`src/rtl/cfg_port_pkg.sv`:
```
package cfg_port_pkg;

  localparam logic [15:0] IDX_PORT_ADDR  = 16'h002E;
  localparam logic [15:0] DATA_PORT_ADDR = 16'h002F;

  localparam logic [7:0] KEY_B0 = 8'h87;
  localparam logic [7:0] KEY_B1 = 8'h01;
  localparam logic [7:0] KEY_B2 = 8'h55;
  localparam logic [7:0] KEY_B3 = 8'h55;

  localparam logic [7:0] IDX_EXIT   = 8'h02;
  localparam logic [7:0] EXIT_VALUE = 8'h02;
  localparam logic [7:0] IDX_LDN    = 8'h07;
  localparam logic [7:0] IDX_ID_HI  = 8'h20;
  localparam logic [7:0] IDX_ID_LO  = 8'h21;
  localparam logic [7:0] IDX_REV    = 8'h22;
  localparam logic [7:0] DEV_SPACE  = 8'h30;

  localparam logic [15:0] CHIP_ID   = 16'h8728;
  localparam logic [7:0]  LDN_GPIO  = 8'h07;

  localparam logic [7:0] IDX_BASE_HI = 8'h62;
  localparam logic [7:0] IDX_BASE_LO = 8'h63;
  localparam logic [7:0] IDX_PS_BASE = 8'hB0;
  localparam logic [7:0] IDX_SE_BASE = 8'hC0;
  localparam logic [7:0] IDX_OE_BASE = 8'hC8;

  localparam int          WIN_BYTES  = 8;
  localparam logic [7:0]  BASE_MASK  = ~8'(WIN_BYTES - 1);

  typedef enum logic [2:0] {
    UL_IDLE,
    UL_K1,
    UL_K2,
    UL_K3,
    UL_OPEN
  } unlock_state_e;

  function automatic logic [7:0] expected_key(input unlock_state_e st);
    case (st)
      UL_IDLE: expected_key = KEY_B0;
      UL_K1:   expected_key = KEY_B1;
      UL_K2:   expected_key = KEY_B2;
      default: expected_key = KEY_B3;
    endcase
  endfunction

  function automatic unlock_state_e advance(input unlock_state_e st);
    case (st)
      UL_IDLE: advance = UL_K1;
      UL_K1:   advance = UL_K2;
      UL_K2:   advance = UL_K3;
      default: advance = UL_OPEN;
    endcase
  endfunction

endpackage

```
`src/rtl/cfg_unlock_fsm.sv`:
```
module cfg_unlock_fsm
  import cfg_port_pkg::*;
(
  input  logic       clk,
  input  logic       rst_n,
  input  logic       idx_wr,
  input  logic [7:0] wr_byte,
  input  logic       exit_req,
  output logic       open
);

  unlock_state_e state_q;
  unlock_state_e state_d;

  // Next state: sequential key match; a mismatch restarts, re-seeding on KEY_B0.
  always_comb begin
    state_d = state_q;
    if (state_q == UL_OPEN) begin
      if (exit_req) begin
        state_d = UL_IDLE;
      end
    end else if (idx_wr) begin
      if (wr_byte == expected_key(state_q)) begin
        state_d = advance(state_q);
      end else if (wr_byte == KEY_B0) begin
        state_d = UL_K1;
      end else begin
        state_d = UL_IDLE;
      end
    end
  end

  always_ff @(posedge clk or negedge rst_n) begin
    if (!rst_n) begin
      state_q <= UL_IDLE;
    end else begin
      state_q <= state_d;
    end
  end

  assign open = (state_q == UL_OPEN);

endmodule

```
`src/rtl/cfg_global_regs.sv`:
```
module cfg_global_regs
  import cfg_port_pkg::*;
#(
  parameter logic [3:0] CHIP_REV = 4'h3
) (
  input  logic       clk,
  input  logic       rst_n,
  input  logic       open,
  input  logic       idx_wr,
  input  logic       data_wr,
  input  logic [7:0] wr_byte,
  output logic [7:0] cur_idx,
  output logic [7:0] cur_ldn,
  output logic       in_dev_space,
  output logic [7:0] rd_byte
);

  logic [7:0] idx_q, idx_d;
  logic       idx_en;
  logic [7:0] ldn_q;
  logic       ldn_en;

  // Index loads only while open and is cleared whenever the space is locked.
  always_comb begin
    idx_en = 1'b0;
    idx_d  = idx_q;
    if (open) begin
      idx_en = idx_wr;
      idx_d  = wr_byte;
    end else if (idx_q != 8'h00) begin
      idx_en = 1'b1;
      idx_d  = 8'h00;
    end
  end

  always_ff @(posedge clk or negedge rst_n) begin
    if (!rst_n) begin
      idx_q <= 8'h00;
    end else if (idx_en) begin
      idx_q <= idx_d;
    end
  end

  assign ldn_en = data_wr && (idx_q == IDX_LDN);

  always_ff @(posedge clk or negedge rst_n) begin
    if (!rst_n) begin
      ldn_q <= 8'h00;
    end else if (ldn_en) begin
      ldn_q <= wr_byte;
    end
  end

  always_comb begin
    case (idx_q)
      IDX_LDN:   rd_byte = ldn_q;
      IDX_ID_HI: rd_byte = CHIP_ID[15:8];
      IDX_ID_LO: rd_byte = CHIP_ID[7:0];
      IDX_REV:   rd_byte = {4'h0, CHIP_REV};
      default:   rd_byte = 8'h00;
    endcase
  end

  assign cur_idx      = idx_q;
  assign cur_ldn      = ldn_q;
  assign in_dev_space = (idx_q >= DEV_SPACE);

endmodule

```
`src/rtl/cfg_gpio_bank.sv`:
```
module cfg_gpio_bank
  import cfg_port_pkg::*;
#(
  parameter int NUM_PS_GRP = 5,
  parameter int NUM_SE_GRP = 5,
  parameter int NUM_OE_GRP = 8,
  localparam int PS_W = 8 * NUM_PS_GRP,
  localparam int SE_W = 8 * NUM_SE_GRP,
  localparam int OE_W = 8 * NUM_OE_GRP
) (
  input  logic            clk,
  input  logic            rst_n,
  input  logic            wr_en,
  input  logic [7:0]      cur_idx,
  input  logic [7:0]      wr_byte,
  output logic [7:0]      rd_byte,
  output logic [15:0]     gpio_base,
  output logic [PS_W-1:0] gpio_pol,
  output logic [SE_W-1:0] gpio_sel,
  output logic [OE_W-1:0] gpio_oe
);

  logic [7:0] base_hi_q, base_lo_q;
  logic       base_hi_en, base_lo_en;

  assign base_hi_en = wr_en && (cur_idx == IDX_BASE_HI);
  assign base_lo_en = wr_en && (cur_idx == IDX_BASE_LO);

  always_ff @(posedge clk or negedge rst_n) begin
    if (!rst_n) begin
      base_hi_q <= 8'h00;
    end else if (base_hi_en) begin
      base_hi_q <= wr_byte;
    end
  end

  always_ff @(posedge clk or negedge rst_n) begin
    if (!rst_n) begin
      base_lo_q <= 8'h00;
    end else if (base_lo_en) begin
      base_lo_q <= wr_byte & BASE_MASK;
    end
  end

  assign gpio_base = {base_hi_q, base_lo_q};

  logic [7:0] ps_q [NUM_PS_GRP];
  logic [7:0] se_q [NUM_SE_GRP];
  logic [7:0] oe_q [NUM_OE_GRP];

  for (genvar g = 0; g < NUM_PS_GRP; g++) begin : g_ps
    logic en;
    assign en = wr_en && (cur_idx == IDX_PS_BASE + 8'(g));
    always_ff @(posedge clk or negedge rst_n) begin
      if (!rst_n) begin
        ps_q[g] <= 8'h00;
      end else if (en) begin
        ps_q[g] <= wr_byte;
      end
    end
    assign gpio_pol[8*g +: 8] = ps_q[g];
  end

  for (genvar g = 0; g < NUM_SE_GRP; g++) begin : g_se
    logic en;
    assign en = wr_en && (cur_idx == IDX_SE_BASE + 8'(g));
    always_ff @(posedge clk or negedge rst_n) begin
      if (!rst_n) begin
        se_q[g] <= 8'h00;
      end else if (en) begin
        se_q[g] <= wr_byte;
      end
    end
    assign gpio_sel[8*g +: 8] = se_q[g];
  end

  for (genvar g = 0; g < NUM_OE_GRP; g++) begin : g_oe
    logic en;
    assign en = wr_en && (cur_idx == IDX_OE_BASE + 8'(g));
    always_ff @(posedge clk or negedge rst_n) begin
      if (!rst_n) begin
        oe_q[g] <= 8'h00;
      end else if (en) begin
        oe_q[g] <= wr_byte;
      end
    end
    assign gpio_oe[8*g +: 8] = oe_q[g];
  end

  always_comb begin
    rd_byte = 8'h00;
    if (cur_idx == IDX_BASE_HI) rd_byte = base_hi_q;
    if (cur_idx == IDX_BASE_LO) rd_byte = base_lo_q;
    for (int g = 0; g < NUM_PS_GRP; g++) begin
      if (cur_idx == IDX_PS_BASE + 8'(g)) rd_byte = ps_q[g];
    end
    for (int g = 0; g < NUM_SE_GRP; g++) begin
      if (cur_idx == IDX_SE_BASE + 8'(g)) rd_byte = se_q[g];
    end
    for (int g = 0; g < NUM_OE_GRP; g++) begin
      if (cur_idx == IDX_OE_BASE + 8'(g)) rd_byte = oe_q[g];
    end
  end

endmodule

```
`src/rtl/cfg_port_top.sv`:
```
module cfg_port_top
  import cfg_port_pkg::*;
#(
  parameter int         NUM_PS_GRP = 5,
  parameter int         NUM_SE_GRP = 5,
  parameter int         NUM_OE_GRP = 8,
  parameter logic [3:0] CHIP_REV   = 4'h3
) (
  input  logic                    clk,
  input  logic                    rst_n,
  input  logic [15:0]             bus_addr,
  input  logic [7:0]              bus_wdata,
  input  logic                    bus_wr,
  input  logic                    bus_rd,
  output logic [7:0]              bus_rdata,
  output logic                    cfg_open,
  output logic [15:0]             gpio_base,
  output logic [8*NUM_PS_GRP-1:0] gpio_pol,
  output logic [8*NUM_SE_GRP-1:0] gpio_sel,
  output logic [8*NUM_OE_GRP-1:0] gpio_oe
);

  // Reset: asserted at once, released through two flops.
  logic [1:0] rst_pipe;
  logic       rst_n_i;

  always_ff @(posedge clk or negedge rst_n) begin
    if (!rst_n) begin
      rst_pipe <= 2'b00;
    end else begin
      rst_pipe <= {rst_pipe[0], 1'b1};
    end
  end
  assign rst_n_i = rst_pipe[1];

  logic       hit_idx, hit_data;
  logic       idx_wr, data_wr, exit_req;
  logic [7:0] cur_idx, cur_ldn;
  logic       dev_sel, gpio_sel_ldn;
  logic [7:0] glob_rd, gpio_rd, reg_rd;

  assign hit_idx      = (bus_addr == IDX_PORT_ADDR);
  assign hit_data     = (bus_addr == DATA_PORT_ADDR);
  assign idx_wr       = bus_wr && hit_idx;
  assign data_wr      = bus_wr && hit_data && cfg_open;
  assign exit_req     = data_wr && (cur_idx == IDX_EXIT) && (bus_wdata == EXIT_VALUE);
  assign gpio_sel_ldn = (cur_ldn == LDN_GPIO);

  cfg_unlock_fsm u_unlock (
    .clk      (clk),
    .rst_n    (rst_n_i),
    .idx_wr   (idx_wr),
    .wr_byte  (bus_wdata),
    .exit_req (exit_req),
    .open     (cfg_open)
  );

  cfg_global_regs #(
    .CHIP_REV (CHIP_REV)
  ) u_glob (
    .clk          (clk),
    .rst_n        (rst_n_i),
    .open         (cfg_open),
    .idx_wr       (idx_wr),
    .data_wr      (data_wr),
    .wr_byte      (bus_wdata),
    .cur_idx      (cur_idx),
    .cur_ldn      (cur_ldn),
    .in_dev_space (dev_sel),
    .rd_byte      (glob_rd)
  );

  cfg_gpio_bank #(
    .NUM_PS_GRP (NUM_PS_GRP),
    .NUM_SE_GRP (NUM_SE_GRP),
    .NUM_OE_GRP (NUM_OE_GRP)
  ) u_gpio (
    .clk       (clk),
    .rst_n     (rst_n_i),
    .wr_en     (data_wr && dev_sel && gpio_sel_ldn),
    .cur_idx   (cur_idx),
    .wr_byte   (bus_wdata),
    .rd_byte   (gpio_rd),
    .gpio_base (gpio_base),
    .gpio_pol  (gpio_pol),
    .gpio_sel  (gpio_sel),
    .gpio_oe   (gpio_oe)
  );

  always_comb begin
    if (dev_sel) begin
      reg_rd = gpio_sel_ldn ? gpio_rd : 8'h00;
    end else begin
      reg_rd = glob_rd;
    end
  end

  logic [7:0] rdata_q, rdata_d;

  always_comb begin
    rdata_d = 8'hFF;
    if (hit_idx) begin
      rdata_d = cfg_open ? cur_idx : 8'hFF;
    end else if (hit_data) begin
      rdata_d = cfg_open ? reg_rd : 8'hFF;
    end
  end

  always_ff @(posedge clk or negedge rst_n_i) begin
    if (!rst_n_i) begin
      rdata_q <= 8'hFF;
    end else if (bus_rd) begin
      rdata_q <= rdata_d;
    end
  end

  assign bus_rdata = rdata_q;

endmodule

```
`config.mk`:
```
export PLATFORM = sky130hd
export DESIGN_NAME = cfg_port_top
export DESIGN_NICKNAME = d
export VERILOG_FILES = /design/src/rtl/cfg_port_pkg.sv /design/src/rtl/cfg_unlock_fsm.sv /design/src/rtl/cfg_global_regs.sv /design/src/rtl/cfg_gpio_bank.sv /design/src/rtl/cfg_port_top.sv
export SDC_FILE = /design/constraint.sdc
export NUM_CORES = 1
export LEC_CHECK = 0
export BUFFER_PORTS_ARGS = -buffer_cell sky130_fd_sc_hd__buf_2
export CAP_MARGIN = 30
export CORE_MARGIN = 5
export CORE_UTILIZATION = 50
export DETAILED_ROUTE_END_ITERATION = 8
export PLACE_DENSITY_LB_ADDON = 0.1
export SYNTH_ARGS = -nofsm -noshare
export SYNTH_HDL_FRONTEND = slang
export SYNTH_SLANG_ARGS = --single-unit
```
`constraint.sdc`:
```
create_clock -name clk -period 6.7 [get_ports clk]
set_clock_uncertainty 0.15 [all_clocks]
set_input_delay 0 -clock clk [delete_from_list [all_inputs] [get_ports clk]]
set_output_delay 0 -clock clk [all_outputs]
set_load 0.1 [all_outputs]
```
==> results_dict.tcl, run 1 <==
set metrics [dict create \
    die_y_um 148 \
    fp.dieW_um 148 \
    swShare_pct 25.3 \
    hold_depth 5 \
    seq_area_um2 4670 \
    place.port_buffers 193 \
    cts_buffer_depth 2 \
    final_cells 1230 \
    grt_pass1_vias 7839 \
    clockRootBuffer "clkbuf_16" \
    utilization_pct 61.0 \
    setup_viol 0 \
    hold_buffers 13 \
    crit_type "reg -> reg" \
    viasPerCell 6.37 \
    num_rows 50 \
    cts_buffers 17 \
    p_int_mw 1.68 \
    ys_warn_count 0 \
    core-area_um2 18700 \
    drt_iter0_markers 692 \
    synth-main-ff-cell "dfrtp_1" \
    min_to "u_unlock.state_q[0]$_DFFE_PN0P_" \
    synth-async-reset-ratio_pct 100 \
    switchingPower_mw 0.571 \
    tns_ns 0 \
    fmax_ghz 0.269 \
    place_congestion 0.941 \
    drt-total-wl_um 32100 \
    drive_gt1_share_pct 45.8 \
    ys_ff_latch 186 \
    powerDensity_nw_per_um2 198 \
    r2r-end "u_glob.cur_ldn[5]$_DFFE_PN0P_" \
    num-fill-cells 1567 \
    clk_latency_ns 0.45 \
    ir_worst_vdd_mv 0.158 \
    post_cts_buffers 0 \
    slowest_stage "nor4b_2" \
    grt_usage_pct 29.5 \
    htreeDepth 4 \
    status "completed" \
    min_period_ns 3.72 \
    tightest_slew_ns 0.859 \
    cts_sinks 186 \
    initial_core_util_pct 50.8 \
    holdCritPathClass "in -> reg" \
    wl_per_cell_um 26.1 \
    grt-ovfl-total 0 \
    reg2reg_setup_slack_ns 2.98 \
    worstReg2RegStart "u_glob.cur_idx[0]$_DFFE_PN0P_" \
    relSlewSlack_pct 42.4 \
    cap_violations 0 \
    required_ns 6.88 \
    area_growth_pct 20.0 \
    post-route-period-util_pct 55.5 \
    syn-instance-count 806 \
    synth-edff-count 0 \
    cts-resized-gates 0 \
    worst-path-buf-inv 1 \
    antenna_left 0 \
    multi_input_area_um2 4580 \
    final_cell_mix "buf_2 (193), dfrtp_1 (176), mux2_2 (154)" \
    clkTransAtPathRegs_ns 0.07 \
    crit_chain "buf_4 -> nand2_1 -> nor4b_2 -> and3_1 -> mux2_2" \
    ys_seq_area_share_pct 49.1 \
    comb_power_share_pct 4.2 \
    cpPeakStageDelay_ns 0.81 \
    syn-mean-instance-area_um2 11.8 \
    cp_top_family "simple AND/OR/NAND/NOR gates" \
    grt_pass1_wl_um 49000 \
    netlist_area_um2 9510 \
    vias 7839 \
    hp-start "bus_addr[15]" \
    cts_tree "done" \
    grt_setup_unrepaired "no" \
    cp-end-kind "flip-flop" \
    dieArea_um2 21900 \
    grt_max_degree 61 \
    worstRegToRegCells 5 \
    diodes 0 \
    antenna_found_initial 2 \
    dr.pass1.iters 7 \
    crit_arrival_ns 3.89 \
    clkPwrFrac_pct 45.4 \
    start_kind "flip-flop" \
    final_max_slew_viol_count 0 \
    dpl.hpwl_um 22400 \
    ys_types 71 \
    p_total_mw 2.26 \
    hold_viol 0 \
    final_common_cell "buf_2" \
    cp_max_fo 42 \
    io_pins 197 \
    nNetsFinal 1011 \
    pwr-share-seq_pct 50.4 \
    dp.cells 1185 \
    leakagePower_nw 5.83 \
    drcViolationCount 0 \
]
==> state kept, by name, indices dropped and copies added (netlist names) <==
| signal | count |
|---|---|
| u_gpio.base_hi_q | 8 |
| u_gpio.base_lo_q | 5 |
| u_unlock.state_q | 3 |
| u_gpio.gpio_sel | 40 |
| u_gpio.gpio_oe | 64 |
| u_glob.cur_idx | 8 |
| u_glob.cur_ldn | 8 |
| rst_pipe | 2 |
| u_gpio.gpio_pol | 40 |
| bus_rdata | 8 |
==> power by group through the flow <==
stage               combinational, mW  clock [mW]  sequential (mW)
floorplan                      0.0267           0             1.18
detailed placement             0.0886           0             1.16
global route                    0.101        1.08             1.14
finish                         0.0953        1.02             1.14
CTS                            0.0945        1.04             1.14
global placement               0.0866           0             1.16
==> cells in the mapped netlist (10+ instances only) <==
master | count | area (µm²)
nor3_4 | 17 | 277
dfrtp_1 | 178 | 4450
nand2_1 | 49 | 184
a211oi_1 | 10 | 75.1
a21oi_1 | 24 | 120
nor3_1 | 12 | 60.1
a22oi_1 | 17 | 128
o21ai_0 | 32 | 160
nand3_1 | 21 | 105
clkbuf_1 | 52 | 195
mux2_2 | 154 | 1730
nor2_1 | 37 | 139
mux2_4 | 16 | 240
==> worst max path at each step <==
stage                                        startpoint                               to  slack [ns]  depth (start not counted)
after floorplan                   rst_pipe[1]$_DFF_PN0_    u_glob.cur_idx[0]$_DFFE_PN0P_         1.0                          0
after global placement    u_glob.cur_ldn[6]$_DFFE_PN0P_  u_gpio.gpio_sel[19]$_DFFE_PN0P_        2.88                          5
after detailed placement  u_glob.cur_idx[0]$_DFFE_PN0P_    u_glob.cur_ldn[4]$_DFFE_PN0P_        3.04                          5
after CTS                 u_glob.cur_idx[0]$_DFFE_PN0P_    u_glob.cur_ldn[5]$_DFFE_PN0P_        3.01                          5
after global routing      u_glob.cur_idx[0]$_DFFE_PN0P_    u_glob.cur_ldn[0]$_DFFE_PN0P_        2.79                          5
final                     u_glob.cur_idx[0]$_DFFE_PN0P_    u_glob.cur_ldn[5]$_DFFE_PN0P_        2.98                          5
==> worst register-to-register path: stages (launching register included) <==
cell	delay [ns]
dfrtp_2	0.71
buf_4	0.56
nand2_1	0.44
nor4b_2	0.82
and3_1	0.54
mux2_2	0.39
==> cells by family (layout without fill, tap and decap cells) <==
| group | count (synthesis) | in the layout | synth area share [%] |
|---|---|---|---|
| compound gates | 149 | 149 | 10.7 |
| buf+inv | 74 | 262 | 3.24 |
| flops | 186 | 186 | 49.1 |
| mux | 184 | 184 | 22.7 |
| other cells | 2 | 4 | 0.0790 |
| simple gates | 211 | 211 | 14.3 |
==> metrics by stage <==
stage / setup WS (ns) / cell area [µm²] / hold WS [ns]
6_report: 2.98 / 11400 / 0.0562
5_1_grt: 2.79 / 11400 / 0.0884
4_1_cts: 3.01 / 11400 / 0.0335
3_5_place_dp: 3.04 / 10700 / -0.363
3_3_place_gp: 2.88 / 10600 / -0.364
2_1_floorplan: 0.997 / 9520 / -0.446
==> area by class of cell <==
| class | instances | share of cell area, % |
|---|---|---|
| sequential | 186 | 40.9 |
| multi-input combinational | 548 | 40.1 |
| timing repair buffer | 221 | 10.9 |
| clock buffer | 18 | 3.85 |
| tap | 234 | 2.57 |
| clock inverter | 14 | 1.36 |
| inverter | 9 | 0.296 |
==> routing by layer <==
| layer | wire length, µm | GRT usage, % | share of wire (%) | vias to the layer above |
|---|---|---|---|---|
| met1 | 14000 | 42.4 | 44 | 3975 |
| met4 | 758 | 9.79 | 2.4 | 0 |
| met5 | 0 | 0 | 0 | - |
| met2 | 14500 | 44.0 | 45 | 419 |
| met3 | 2900 | 7.66 | 9.0 | 56 |
| li1 | - | - | - | 3389 |
No activity file was read; power rests on OpenSTA's default activity.
==> run 2, diff against run 1 <==
--- a/config.mk
+++ b/config.mk
@@ -5,10 +5,11 @@
 export SDC_FILE = /design/constraint.sdc
 export NUM_CORES = 1
 export LEC_CHECK = 0
+export ABC_AREA = 1
 export BUFFER_PORTS_ARGS = -buffer_cell sky130_fd_sc_hd__buf_2
 export CAP_MARGIN = 30
 export CORE_MARGIN = 5
-export CORE_UTILIZATION = 50
+export CORE_UTILIZATION = 49
 export DETAILED_ROUTE_END_ITERATION = 8
 export PLACE_DENSITY_LB_ADDON = 0.1
 export SYNTH_ARGS = -nofsm -noshare
==> constraint.sdc (replaced) <==
create_clock -name clk -period 3.3 [get_ports clk]
set_clock_uncertainty 0.15 [all_clocks]
set_input_delay 0 -clock clk [delete_from_list [all_inputs] [get_ports clk]]
set_output_delay 0 -clock clk [all_outputs]
set_load 0.1 [all_outputs]
==> run 2 against run 1 <==
Maximum frequency increased by 19%. Global-route usage decreased by 1.8 points. Clock power increased by 110%. Via count increased by 6.7%. Worst setup slack got worse by 2.8 ns. Sequential cell count unchanged. Register-to-register slack got worse by 2.8 ns. Power increased by 110%. Utilization decreased by 0.57 points.
==> results_dict.tcl, run 2 <==
set metrics [dict create \
    status "completed" \
    final_max_slew_viol_count 0 \
    cap_violations 0 \
    viasPerCell 5.46 \
    syn-mean-instance-area_um2 8.08 \
    min_period_ns 3.13 \
    drt_iter0_markers 711 \
    drive_gt1_share_pct 24.6 \
    powerDensity_nw_per_um2 432 \
    tightest_slew_ns 1.07 \
    ir_worst_vdd_mv 0.370 \
    cts_buffers 17 \
    synth_most_common_cell "nand2_1" \
    synth-edff-count 0 \
    grt_pass1_vias 7819 \
    netlist_area_um2 8790 \
    cts_buffer_depth 2 \
    dieArea_um2 20700 \
    syn-instance-count 1088 \
    grt-ovfl-total 0 \
    grt_setup_unrepaired "no" \
    grt_max_degree 72 \
    cp_max_fo 10 \
    clockRootBuffer "clkbuf_16" \
    setup_viol 0 \
    ys_warn_count 0 \
    grt_usage_pct 27.7 \
    holdCritPathClass "in -> reg" \
    ys_types 38 \
    final_cell_mix "nand2_1 (326), buf_2 (193), dfrtp_1 (177)" \
    tns_ns 0 \
    wl_per_cell_um 18.6 \
    drcViolationCount 0 \
    synth-main-ff-cell "dfrtp_1" \
    cp-end-kind "flip-flop" \
    num_rows 49 \
    cts_tree "done" \
    dpl.hpwl_um 20200 \
    synth_area_leaders "dfrtp_1 (51%), nand2_1 (14%), o21ai_1 (8.6%)" \
    dr.pass1.iters 5 \
    placedInstanceArea_um2 9990 \
    post-route-period-util_pct 94.8 \
    area_growth_pct 22.6 \
    core-area_um2 17800 \
    required_ns 3.52 \
    dp.cells 1483 \
    crit_type "reg -> reg" \
    die_y_um 144 \
    largest_reg_flops 64 \
    initial_core_util_pct 49.3 \
    leakagePower_nw 5.36 \
    antenna_found_initial 0 \
    clkTransAtPathRegs_ns 0.08 \
    swShare_pct 25.3 \
    design_area_um2 10800 \
    grt_util_met2_pct 42.2 \
    switchingPower_mw 1.18 \
    nNetsFinal 1317 \
    synth-async-reset-ratio_pct 100 \
    start_kind "flip-flop" \
    hold_viol 0 \
    ys_seq_area_share_pct 53.0 \
    diodes 0 \
    comb_power_share_pct 4.9 \
    htreeDepth 4 \
    grt_pass1_wl_um 44100 \
    synth.top_cell.area_share_pct 50.6 \
    cts_sinks 186 \
    grt-busiest-layer "met2" \
    relSlewSlack_pct 28.7 \
    crit_arrival_ns 3.35 \
    vias 8363 \
    yosysTopAreaCell "dfrtp_1" \
    clk_latency_ns 0.44 \
    clkPwrFrac_pct 45.6 \
    ys_ff_latch 186 \
    final_common_cell "nand2_1" \
    grt_util_met3_pct 5.49 \
    grt_use_met1_pct 41.4 \
    fp.dieW_um 144 \
    p_int_mw 3.48 \
    drt-total-wl_um 28400 \
    place.port_buffers 193 \
    antenna_left 0 \
    fmax_ghz 0.320 \
    io_pins 197 \
    final_cells 1531 \
    pwr-share-seq_pct 49.6 \
    synthTopCellsByCount "nand2_1 (326), dfrtp_1 (178), o21ai_1 (152), nor2_1 (82), inv_1 (68)" \
    place_congestion 0.898 \
]
[run 2: cell types whose count changed after synthesis, moves of 16 or more]
cell	previous run	this run
inv_2	0	20
nand3_1	21	37
nand2_2	0	20
nand2_1	49	326
clkbuf_1	52	19
nand4_1	5	32
o21ai_1	0	152
buf_2	0	22
nor2_1	37	82
a22oi_1	17	0
inv_1	9	68
nor3_4	17	0
mux2_4	16	0
mux2_2	154	0
[run 2: through the flow]
| stage | hold WS, ns | total power [mW] | utilization [%] | worst slack (ns) |
|---|---|---|---|---|
| finish | 0.0329 | 4.66 | 60.4 | 0.171 |
| global route | 0.0419 | 4.79 | 60.4 | 0.00148 |
| detailed placement | -0.363 | 2.57 | 56.0 | 0.355 |
| global placement | -0.363 | 2.57 | 55.9 | 0.347 |
| floorplan | -0.446 | 2.49 | - | 0.0886 |
| CTS | 0.0163 | 4.67 | 60.2 | 0.0439 |
[run 2: final cells by class]
cell class	count	area [µm²]
fill	1674	7060
sequential	186	4670
multi-input combinational	768	3610
timing repair buffer	227	1280
clock buffer	17	425
inverter	89	334
tap	229	287
clock inverter	15	174
[run 2: metal layers]
metal	routed length, µm	up-vias
met3	2270	36
met5	0	-
met2	12900	375
met1	12800	3964
met4	452	0
li1	-	3988
[run 2: path summary, 6_finish.rpt]
kind | slack (ns) | startpoint | end | depth (start not counted)
max | 0.17 | u_glob.cur_idx[1]$_DFFE_PN0P_ | bus_rdata[1]$_DFFE_PN1P_ | 18
max reg2reg | 0.17 | u_glob.cur_idx[1]$_DFFE_PN0P_ | bus_rdata[1]$_DFFE_PN1P_ | 18
min | 0.03 | bus_wdata[2] | u_gpio.gpio_oe[26]$_DFFE_PN0P_ | 4
min reg2reg | 0.20 | rst_pipe[0]$_DFF_PN0_ | rst_pipe[1]$_DFF_PN0_ | 0
max in group asynchronous | 1.88 | rst_pipe[1]$_DFF_PN0_ | bus_rdata[5]$_DFFE_PN1P_ | 1
min in group asynchronous | 0.24 | rst_pipe[1]$_DFF_PN0_ | u_gpio.gpio_oe[28]$_DFFE_PN0P_ | 0
[run 2: power groups by stage]
stage	combinational (mW)	sequential (mW)	clock, mW
2_1_floorplan	0.0663	2.42	0
6_report	0.227	2.31	2.12
4_1_cts	0.228	2.31	2.13
3_3_place_gp	0.215	2.35	0
5_1_grt	0.244	2.31	2.24
3_5_place_dp	0.218	2.35	0
[run 2: cells by family after synthesis]
kind of cell | share of synthesized area (%)
AO/OA/AOI/OAI | 13.0
other | 0.0854
AND/OR/NAND/NOR | 27.5
buffers and inverters | 6.42
flip-flops | 53.0
[run 2: critical path, cell delays in order, from the launching register on]
cell           delay, ns
dfrtp_1             0.43
inv_2               0.10
nand2_1             0.16
nor2_4              0.20
nand2_4             0.11
or2_0               0.21
nand2_1             0.08
nand4_1             0.14
nor2_1              0.14
nand4_1             0.14
nor3_2              0.20
nand4_1             0.11
nand2_1             0.07
nand3_1             0.08
nand2_1             0.08
nand2_1             0.05
nand2_1             0.05
dlygate4sd3_1       0.54
nand2_1             0.05
[run 2: repair_timing]
action	CTS	global route
gates resized for setup	0	8
buffers inserted	0	1
endpoints found under the hold margin	32	0
setup endpoints to repair	0	1
hold buffers	15	0
==> run 3, diff against run 2 <==
--- a/config.mk
+++ b/config.mk
@@ -9,7 +9,7 @@
 export BUFFER_PORTS_ARGS = -buffer_cell sky130_fd_sc_hd__buf_2
 export CAP_MARGIN = 30
 export CORE_MARGIN = 5
-export CORE_UTILIZATION = 49
+export CORE_UTILIZATION = 45
 export DETAILED_ROUTE_END_ITERATION = 8
 export PLACE_DENSITY_LB_ADDON = 0.1
 export SYNTH_ARGS = -nofsm -noshare
==> run 3 against run 2 <==
Maximum frequency shrank 1.8%. Global-route usage fell by 1.9 points. Count of clock-buffer cells in the layout up 4. Critical path depth fell by 6. Combinational power increased by 4%. Critical path type is now in -> reg.
==> results_dict.tcl, run 3 (synthesis gave the netlist of run 2 again) <==
set metrics [dict create \
    status "completed" \
    cts_sinks 186 \
    leakagePower_nw 5.38 \
    start_kind "primary input" \
    tightest_slew_ns 1.02 \
    min_period_ns 3.19 \
    required_ns 3.50 \
    dieArea_um2 22400 \
    initial_core_util_pct 45.5 \
    antenna_left 0 \
    cp-end-kind "flip-flop" \
    grt_pass1_vias 7818 \
    diodes 0 \
    clk_latency_ns 0.43 \
    powerDensity_nw_per_um2 436 \
    largest_reg_flops 64 \
    dr.pass1.iters 5 \
    ir_worst_vdd_mv 0.348 \
    drt-total-wl_um 28900 \
    final_max_slew_viol_count 0 \
    cap_violations 0 \
    final_cell_mix "nand2_1 (326), buf_2 (193), dfrtp_1 (177)" \
    crit_type "in -> reg" \
    grt_setup_unrepaired "no" \
    cts_buffers 17 \
    grt_usage_pct 25.8 \
    relSlewSlack_pct 32.1 \
    tns_ns 0 \
    viasPerCell 5.27 \
    grt_max_degree 65 \
    multi_input_area_um2 3590 \
    holdCritPathClass "in -> reg" \
    grt-ovfl-total 0 \
    die_y_um 150 \
    nNetsFinal 1316 \
    drt_iter0_markers 731 \
    dpl.hpwl_um 20800 \
    pre_cts_ws_ns 0.436 \
    setup_viol 0 \
    antenna_found_initial 0 \
    drcViolationCount 0 \
    cts_tree "done" \
    cts_buffer_depth 2 \
    area_growth_pct 23.4 \
    num-fill-cells 1833 \
    drive_gt1_share_pct 24.2 \
    core-area_um2 19300 \
    holdWs_ns 0.0258 \
    htreeDepth 4 \
    cp_max_fo 25 \
    post-route-period-util_pct 96.6 \
    num_rows 51 \
    place_congestion 0.841 \
    hold_viol 0 \
    setup_ws_ns 0.112 \
    seq_area_um2 4670 \
    vias 8259 \
    clkTransAtPathRegs_ns 0.07 \
    grt_pass1_wl_um 44400 \
    fmax_ghz 0.314 \
    fp.dieW_um 150 \
    crit_arrival_ns 3.39 \
    clockRootBuffer "clkbuf_16" \
    io_pins 197 \
    place.port_buffers 193 \
    wl_per_cell_um 18.5 \
    final_common_cell "nand2_1" \
]
[run 3: cell count changes in the layout (fill, tap and decap cells not counted), sizes merged]
cell      change
clkbuf        +4
inv           -5
clkinvlp      +2
clkinv        -2
buf           -1
bufinv        +1
[run 3: per-stage QoR]
step | instances | utilization, % | power [mW] | instance area [µm²]
after floorplan | 1090 | - | 2.49 | 8800
after global placement | 1517 | 51.8 | 2.57 | 10000
after detailed placement | 1519 | 52.1 | 2.58 | 10100
after CTS | 1566 | 56.1 | 4.77 | 10800
after global routing | 1566 | 56.1 | 4.88 | 10900
final | 1566 | 56.1 | 4.74 | 10900
[run 3: worst paths after layout]
| check | cells after the start | from | slack (ns) | endpoint |
|---|---|---|---|---|
| setup / recovery | 12 | bus_wdata[6] | 0.11 | u_unlock.state_q[2]$_DFFE_PN0P_ |
| hold / removal | 4 | bus_wdata[1] | 0.03 | u_gpio.gpio_oe[1]$_DFFE_PN0P_ |
| setup reg to reg | 11 | u_glob.cur_idx[5]$_DFFE_PN0P_ | 0.34 | bus_rdata[6]$_DFFE_PN1P_ |
| hold reg to reg | 0 | rst_pipe[0]$_DFF_PN0_ | 0.20 | rst_pipe[1]$_DFF_PN0_ |
| max in group asynchronous | 1 | rst_pipe[1]$_DFF_PN0_ | 1.84 | u_gpio.gpio_pol[7]$_DFFE_PN0P_ |
| min in group asynchronous | 3 | rst_n | 0.25 | rst_pipe[1]$_DFF_PN0_ |
[run 3: what timing repair did]
item | in CTS | in global routing
endpoints found under the hold margin | 32 | 0
endpoints found under the setup margin | 0 | 2
setup buffers | 0 | 0
resized for setup | 0 | 1
hold buffers | 15 | 0
[run 3: area by class of cell]
class,instances,share of cell area [%]
flip-flops and latches,186,43.0
multi-input cells,768,33.0
repair buffers,226,12.0
clock buffers,21,4.33
inverters,89,3.08
well taps,265,3.05
clock inverters,11,1.46
[run 3: worst max-delay path, cell delays in order]
cell           delay [ns]
dlygate4sd3_1        0.53
buf_2                0.15
inv_1                0.05
buf_4                0.39
nand2_1              0.14
nor4_1               0.26
dlygate4sd3_1        0.59
inv_1                0.06
o41ai_2              0.45
nand3_1              0.12
dlygate4sd3_1        0.57
o21ai_0              0.07
[run 3: report_power, final]
part	switching [mW]	internal [mW]
logic	0.186	0.0483
clock network	0.922	1.27
registers	0.0185	2.29
[run 3: routing by layer]
layer / track usage (%) / wire length (µm) / up-vias
li1: - / - / 3970
met1: 38.4 / 13300 / 3888
met2: 38.2 / 12900 / 353
met3: 5.21 / 2210 / 48
met4: 7.87 / 596 / 0
met5: 0 / 0 / -
